<file path="src/rtl/sadd_pkg.sv">
package sadd_pkg;
  typedef enum logic [1:0] {
    ST_WAIT = 2'd0,
    ST_ADD  = 2'd1,
    ST_FIN  = 2'd2
  } sadd_state_e;
endpackage

</file>
<file path="src/rtl/sadd_ctrl.sv">
module sadd_ctrl
  import sadd_pkg::*;
(
  input  logic        clk,
  input  logic        rst,
  input  logic        go,
  input  logic        cnt_end,
  output logic        load,
  output logic        step,
  output logic        done,
  output sadd_state_e state
);
  sadd_state_e nxt;

  always_comb begin
    nxt  = state;
    load = 1'b0;
    step = 1'b0;
    unique case (state)
      ST_WAIT: if (go) begin
        load = 1'b1;
        nxt  = ST_ADD;
      end
      ST_ADD: begin
        if (cnt_end) nxt = ST_FIN;
        else         step = 1'b1;
      end
      ST_FIN: if (!go) nxt = ST_WAIT;
      default: nxt = ST_WAIT;
    endcase
  end

  always_ff @(posedge clk) begin
    if (rst) state <= ST_WAIT;
    else     state <= nxt;
  end

  assign done = (state == ST_FIN);
endmodule

</file>
<file path="src/rtl/sadd_shreg.sv">
module sadd_shreg #(
  parameter int W = 8
) (
  input  logic         clk,
  input  logic         rst,
  input  logic         load,
  input  logic         step,
  input  logic [W-1:0] din,
  output logic         lsb
);
  logic [W-1:0] q;

  always_ff @(posedge clk) begin
    if (rst)       q <= '0;
    else if (load) q <= din;
    else if (step) q <= {1'b0, q[W-1:1]};
  end

  assign lsb = q[0];
endmodule

</file>
<file path="src/rtl/sadd_bitcnt.sv">
module sadd_bitcnt #(
  parameter int N  = 8,
  parameter int CW = $clog2(N + 1)
) (
  input  logic          clk,
  input  logic          rst,
  input  logic          clr,
  input  logic          inc,
  output logic [CW-1:0] cnt,
  output logic          at_end
);
  localparam logic [CW-1:0] LAST = CW'(N);

  always_ff @(posedge clk) begin
    if (rst || clr) cnt <= '0;
    else if (inc)   cnt <= cnt + 1'b1;
  end

  assign at_end = (cnt == LAST);
endmodule

</file>
<file path="src/rtl/sadd_slice.sv">
module sadd_slice #(
  parameter int N = 8
) (
  input  logic         clk,
  input  logic         rst,
  input  logic         clr,
  input  logic         step,
  input  logic         a_bit,
  input  logic         b_bit,
  output logic [N-1:0] sum,
  output logic         carry
);
  logic s_bit, c_nxt;

  assign s_bit = a_bit ^ b_bit ^ carry;
  assign c_nxt = (a_bit & b_bit) | (carry & (a_bit ^ b_bit));

  always_ff @(posedge clk) begin
    if (rst || clr) carry <= 1'b0;
    else if (step)  carry <= c_nxt;
  end

  always_ff @(posedge clk) begin
    if (rst)       sum <= '0;
    else if (step) sum <= {s_bit, sum[N-1:1]};
  end
endmodule

</file>
<file path="src/rtl/serial_adder_asm.sv">
module serial_adder_asm
  import sadd_pkg::*;
#(
  parameter int N = 8
) (
  input  logic         clk,
  input  logic         rst,
  input  logic         go,
  input  logic [N-1:0] opnd_a,
  input  logic [N-1:0] opnd_b,
  output logic [N-1:0] sum,
  output logic         carry_out,
  output logic         done
);
  localparam int CW = $clog2(N + 1);
  localparam int NOP = 2;

  logic          load, step, cnt_end;
  logic [CW-1:0] cnt;
  sadd_state_e   st;
  logic [N-1:0]  opnd [NOP];
  logic [NOP-1:0] bits;

  assign opnd[0] = opnd_a;
  assign opnd[1] = opnd_b;

  sadd_ctrl i_ctrl (
    .clk(clk), .rst(rst), .go(go), .cnt_end(cnt_end),
    .load(load), .step(step), .done(done), .state(st)
  );

  for (genvar g = 0; g < NOP; g++) begin : g_opnd
    sadd_shreg #(.W(N)) i_sh (
      .clk(clk), .rst(rst), .load(load), .step(step),
      .din(opnd[g]), .lsb(bits[g])
    );
  end

  sadd_bitcnt #(.N(N), .CW(CW)) i_cnt (
    .clk(clk), .rst(rst), .clr(load), .inc(step),
    .cnt(cnt), .at_end(cnt_end)
  );

  sadd_slice #(.N(N)) i_slice (
    .clk(clk), .rst(rst), .clr(load), .step(step),
    .a_bit(bits[0]), .b_bit(bits[1]),
    .sum(sum), .carry(carry_out)
  );
endmodule

</file>
<file path="config.mk">
export PLATFORM = sky130hd
export DESIGN_NAME = serial_adder_asm
export DESIGN_NICKNAME = d
export VERILOG_FILES = /design/src/rtl/sadd_pkg.sv /design/src/rtl/sadd_ctrl.sv /design/src/rtl/sadd_shreg.sv /design/src/rtl/sadd_bitcnt.sv /design/src/rtl/sadd_slice.sv /design/src/rtl/serial_adder_asm.sv
export SDC_FILE = /design/constraint.sdc
export NUM_CORES = 1
export LEC_CHECK = 0
export ABC_CLOCK_PERIOD_IN_PS = 1840
export BUFFER_PORTS_ARGS = -buffer_cell sky130_fd_sc_hd__buf_2
export CAP_MARGIN = 20
export CORE_MARGIN = 8
export CORE_UTILIZATION = 33
export CTS_CLUSTER_DIAMETER = 200
export DETAILED_ROUTE_END_ITERATION = 10
export GPL_ROUTABILITY_DRIVEN = 0
export REMOVE_ABC_BUFFERS = 1
export SETUP_SLACK_MARGIN = 0.3
export SLEW_MARGIN = 20
export SYNTH_ARGS = -nofsm -noshare
export SYNTH_HDL_FRONTEND = slang
export SYNTH_SLANG_ARGS = --single-unit
</file>
<file path="constraint.sdc">
create_clock -name clk -period 1.84 [get_ports clk]
set_input_delay 0.276 -clock clk [delete_from_list [all_inputs] [get_ports clk]]
set_output_delay 0.276 -clock clk [all_outputs]
set_load 0.1 [all_outputs]
</file>
# After elaboration in Yosys (flattened, before gate mapping)

Cells that the tools add are included.

Flip-flop bits (word level): 31
Output and inout bits: 10
Word-level logic and storage cells: 34

Add/subtract/negate cells: 1
Eq/ne operators: 6
Multiplexer cells: 12
Bitwise logic cells: 5
Reductions and logical operators: 4

Operators by type and width:

| cell                | number |
|---|---|
| $mux 8              | 4 |
| $mux 2              | 3 |
| $ne 2x2->1 const B  | 3 |
| $pmux 2 s3          | 1 |
| $add 4x1->4 const B | 1 |
| $eq 4x4->1 const B  | 1 |
| $mux 1              | 4 |
| $reduce_and 3->1    | 1 |
| $and 1x1->1         | 2 |
| $eq 2x1->1 const B  | 1 |
| $eq 2x2->1 const B  | 1 |
| $logic_not 2->1     | 1 |
| $reduce_bool 2->1   | 1 |
| $xor 1x1->1         | 2 |
| $logic_or 1x1->1    | 1 |
| $or 1x1->1          | 1 |

# Longest topological paths before layout

Depth after elaboration: 5
Gate-level depth with buffers: 7
Mapped depth without buffers: 5

# Hierarchy

Synthesis repeated with hierarchy kept, for this count alone.

Cells, all modules: 132
Area total of the unflattened synthesis: 1408.9 um^2

Modules (own cells, without submodules):

| module      | instances | cells each | area an instance (um^2) | sequential area each (um^2) |
|---|---|---|---|---|
| sadd_shreg  | 2         | 35         | 369.1                   | 160.2 |
| sadd_slice  | 1         | 30         | 345.3                   | 180.2 |
| sadd_bitcnt | 1         | 21         | 216.5                   | 80.1 |
| sadd_ctrl   | 1         | 11         | 108.9                   | 40.0 |

# Worst setup path before layout

Ideal clock, no wire load.

Path type: register to register
Start: reg i_ctrl.state[1]
End: reg i_ctrl.state[1]
Setup time: 71 ps
Arrival time: 2147 ps
Path slack: -378 ps
Stages on the path, launching flop included: 4
Path through: dfxtp_1 -> nor2b_1 -> a22oi_1 -> nor2_1

Word-level cells in the longest chain between the ends: 3
Elaborated cells between the ends (all ways): 8
Classes of those cells: eq/ne: 5; mux: 1; reduce/logical: 2

Ends and longest elaborated chain:

| element                           | line                   | RTL |
|---|---|---|
| start: declaration                | sadd_ctrl.sv:11        | `output sadd_state_e state` |
| start signal: assignment          | sadd_ctrl.sv:35        | `else state <= nxt;` |
| $eq 2x2->1 (*)                    | --                     |  |
| named net done                    | serial_adder_asm.sv:13 | `output logic done` |
| $ne 2x2->1 (no source line)       | --                     |  |
| $reduce_and 3->1 (no source line) | --                     |  |

Mark *: on every way through the listed nets, which the timed path passes. The rest lies on a longest branch.
A chain may end at the register's enable or synchronous reset.

# Final worst setup path

Start: reg i_ctrl.state[0]
End: reg g_opnd[0].i_sh.q[5]

Word-level cells in the longest chain between the ends: 3
Elaborated cells between the ends (all ways): 6
Classes of those cells: eq/ne: 1; mux: 3; reduce/logical: 2

Ends and longest elaborated chain:

| element                                                      | line             | RTL |
|---|---|---|
| $eq 2x1->1 or $logic_not 2->1 (tied branches)                | sadd_ctrl.sv:19  | `unique case (state)` |
| $mux 1                                                       | sadd_ctrl.sv:19  |  |
| $reduce_bool 2->1 (no source line) or $mux 8 (tied branches) | --               |  |
| end signal: assignment                                       | sadd_shreg.sv:15 | `else if (load) q <= din;` |
| end signal: assignment                                       | sadd_shreg.sv:16 | `else if (step) q <= {1'b0, q[W-1:1]};` |
| end: declaration                                             | sadd_shreg.sv:11 | `logic [W-1:0] q;` |

Parallel ways exist; a longest one is shown, timed or not.

==> metrics <==
outcome complete, no violations; ANT cells 0; register area around 620 µm²; Leakage around 0.76 nW; IR drop worst, VDD about 0.36 mV; r2r endpoint g_opnd[0].i_sh.q[5]; Final ANT Viol Nets 0; # hold bufs at CTS 0; flops & latches, synth 31; # fillers about 450; crit path launch type register; Mapped Cells roughly 170; CTS Buf Count 5; height of the die about 82 µm; Avg Inst Size Synth approximately 8.5 µm²; gr ovfl total 0; Max Slew Vio Count 0; clock sink count 31; Util after Layout 44.8%; vias in the first global route roughly 1400; Yosys cell types 31; Non-Filler Instances roughly 260; initial antenna violation count 0; chip width 81.6 µm; DRC 0; EDFF count, synth 0; area grow syn2layout 34.5%; total length of routed wires 4010 µm; 1st-pass router iterations 4; min cycle time layout between 1.5 and 2 ns; post-synthesis async set-or-reset flop share 0%; CP Max Fanout 22; CTS tree built; worst hold stages 3; CTS root buffer clkbuf_8; warnings from Yosys 0; Multi-input gate area around 760 µm²; RSZ-0062 raised after global routing true; # setup viols final 0; Worst-path clk slew roughly 0.060 ns; num ports 29; core area approximately 4300 µm²; H-tree depth 2; dpl hpwl 2550 µm; Pwr Total 1.51 mW; Pwr per Cell Area 791 nW/µm²; Max-Cap Viols 0; worst path required time 2.01 ns; worst r2r path cells 4; WHS Endpoint g_opnd[1].i_sh.q[3]; CP Capture Type register; critical path arrival ~1.7 ns; port bufs 28; Worst Hold Launch opnd_b[3]; crit path kind reg -> reg; top_reg_cell synth dfxtp_1; via count 1399; Slew headroom 60.4%; final period utilization 82.4%; reg2reg start i_ctrl.state[0]; placed cell count 243; fraction of layout cells with a size suffix above 1 about a third; largest net degree at the start of global routing 23; Max Clock Skew between 0.002 and 0.003 ns; Fin. Hold Viols 0; maximum clock path buffer count 2; sequential fraction of the synthesis area 43.7%; wire per inst between 15 and 20 µm; worst-margin pin slew between 0.5 and 0.6 ns; Fmax achieved between 0.6 and 0.7 GHz; first-pass GRT wire length 6090 µm; die area roughly 6700 µm²; initial DRC count 92; netlist area before placement around 1400 µm²; setup tns final 0 ns; register-to-register setup slack about 0.32 ns; Clk Latency, worst-skew pair slightly below 0.3 ns; Vias per Instance about 5.4; Site Rows 24; Final #Nets 230; worst hold path class in -> reg; Initial Utilization approximately 33%; gr usage total about an eighth
sequential cells by signal (all words and copies together) (netlist names):
signal and flops:
g_opnd.i_sh.q 16, i_slice.sum 8, i_slice.carry 1, i_ctrl.state 2, i_cnt.cnt 4
cells by family (layout without fill, tap and decap cells):
family	Yosys count	count (layout)	synth area share [%]
AO/OA/AOI/OAI	52	52	23.8
adder cells (fa/ha/maj)	3	3	3.17
buffers and inverters	19	61	5.37
flip-flops	31	31	43.7
AND/OR/NAND/NOR	62	62	24.0
worst max path at each step:
| stage | slack [ns] | startpoint | endpoint |
|---|---|---|---|
| 2_1_floorplan | -0.38 | i_ctrl.state[1] | i_ctrl.state[1] |
| 3_3_place_gp | 0.28 | i_cnt.cnt[0] | g_opnd[0].i_sh.q[5] |
| 3_5_place_dp | 0.21 | i_cnt.cnt[0] | g_opnd[0].i_sh.q[5] |
| 4_1_cts | 0.30 | i_cnt.cnt[0] | g_opnd[0].i_sh.q[5] |
| 5_1_grt | 0.27 | i_cnt.cnt[0] | g_opnd[1].i_sh.q[5] |
| 6_report | 0.32 | i_ctrl.state[0] | g_opnd[0].i_sh.q[5] |
synthesized netlist by cell type, types with 3 or more instances:
cell	n	share of area (%)
dfxtp_1	31	44
o211ai_1	14	7.4
inv_1	3	0.79
clkbuf_1	10	2.6
nand4_1	6	2.6
o21ai_0	12	4.2
nand2_1	16	4.2
nand2b_1	3	1.3
a21oi_1	16	5.6
a221o_1	4	2.8
nand3_1	16	5.6
nor2b_1	8	3.5
buf_2	4	1.4
worst max-delay path, stage by stage (launching register included):
cell     delay (ns)
dfxtp_1        0.36
or3b_1         0.45
buf_6          0.19
o211a_1        0.12
a221o_1        0.27
timing repair:
item / 4_1_cts / 5_1_grt
cloned: 0 / 1
setup endpoints to repair: 4 / 11
resized for setup: 6 / 8
buffers inserted: 6 / 3
pin swaps: 1 / 2
layout by cell type, fill, tap and decap left out, drive strengths merged:
cell and count:
nand4 6, a221o 4, nor4 2, o211ai 14, and3b 1, nor2b 8
o211a 2, nand2 16, and3 2, dfxtp 31, o21ai 12, clkinv 1
nand3 16, a21oi 16, o2111ai 2, a22oi 1, inv 3, fa 1
nor3b 1, ha 2, or4 1, nand2b 3, buf 48, or3b 1
nor2 2, nor4b 1, nand3b 1, clkbuf 9, o31ai 1, or3 1
where the power goes:
part	leakage (nW)	switching, mW	internal [mW]
Combinational	0.451	0.120	0.0816
Clock	0.0515	0.253	0.341
Sequential	0.254	0.0131	0.703
cell type report:
class,instances,area share [%]
multi-input cells,117,39.6
repair buffers,49,18.3
flip-flops and latches,31,32.6
clock buffers,8,5.24
inverters,4,0.786
well taps,52,3.41
routing by layer:
layer	global-route usage, %	up-vias	wire, µm
met1	13.2	655	1690
met4	5.61	0	74
met2	19.3	34	2000
met3	3.83	11	241
li1	-	699	-
met5	0	-	0
metrics by stage:
stage / hold slack [ns] / setup slack (ns) / cell area, µm²
2_1_floorplan: 0.345 / -0.378 / 1360
3_3_place_gp: 0.466 / 0.282 / 1660
3_5_place_dp: 0.470 / 0.210 / 1660
4_1_cts: 0.208 / 0.305 / 1830
5_1_grt: 0.216 / 0.271 / 1910
6_report: 0.207 / 0.324 / 1910
Power figures use the tool's default switching activity.
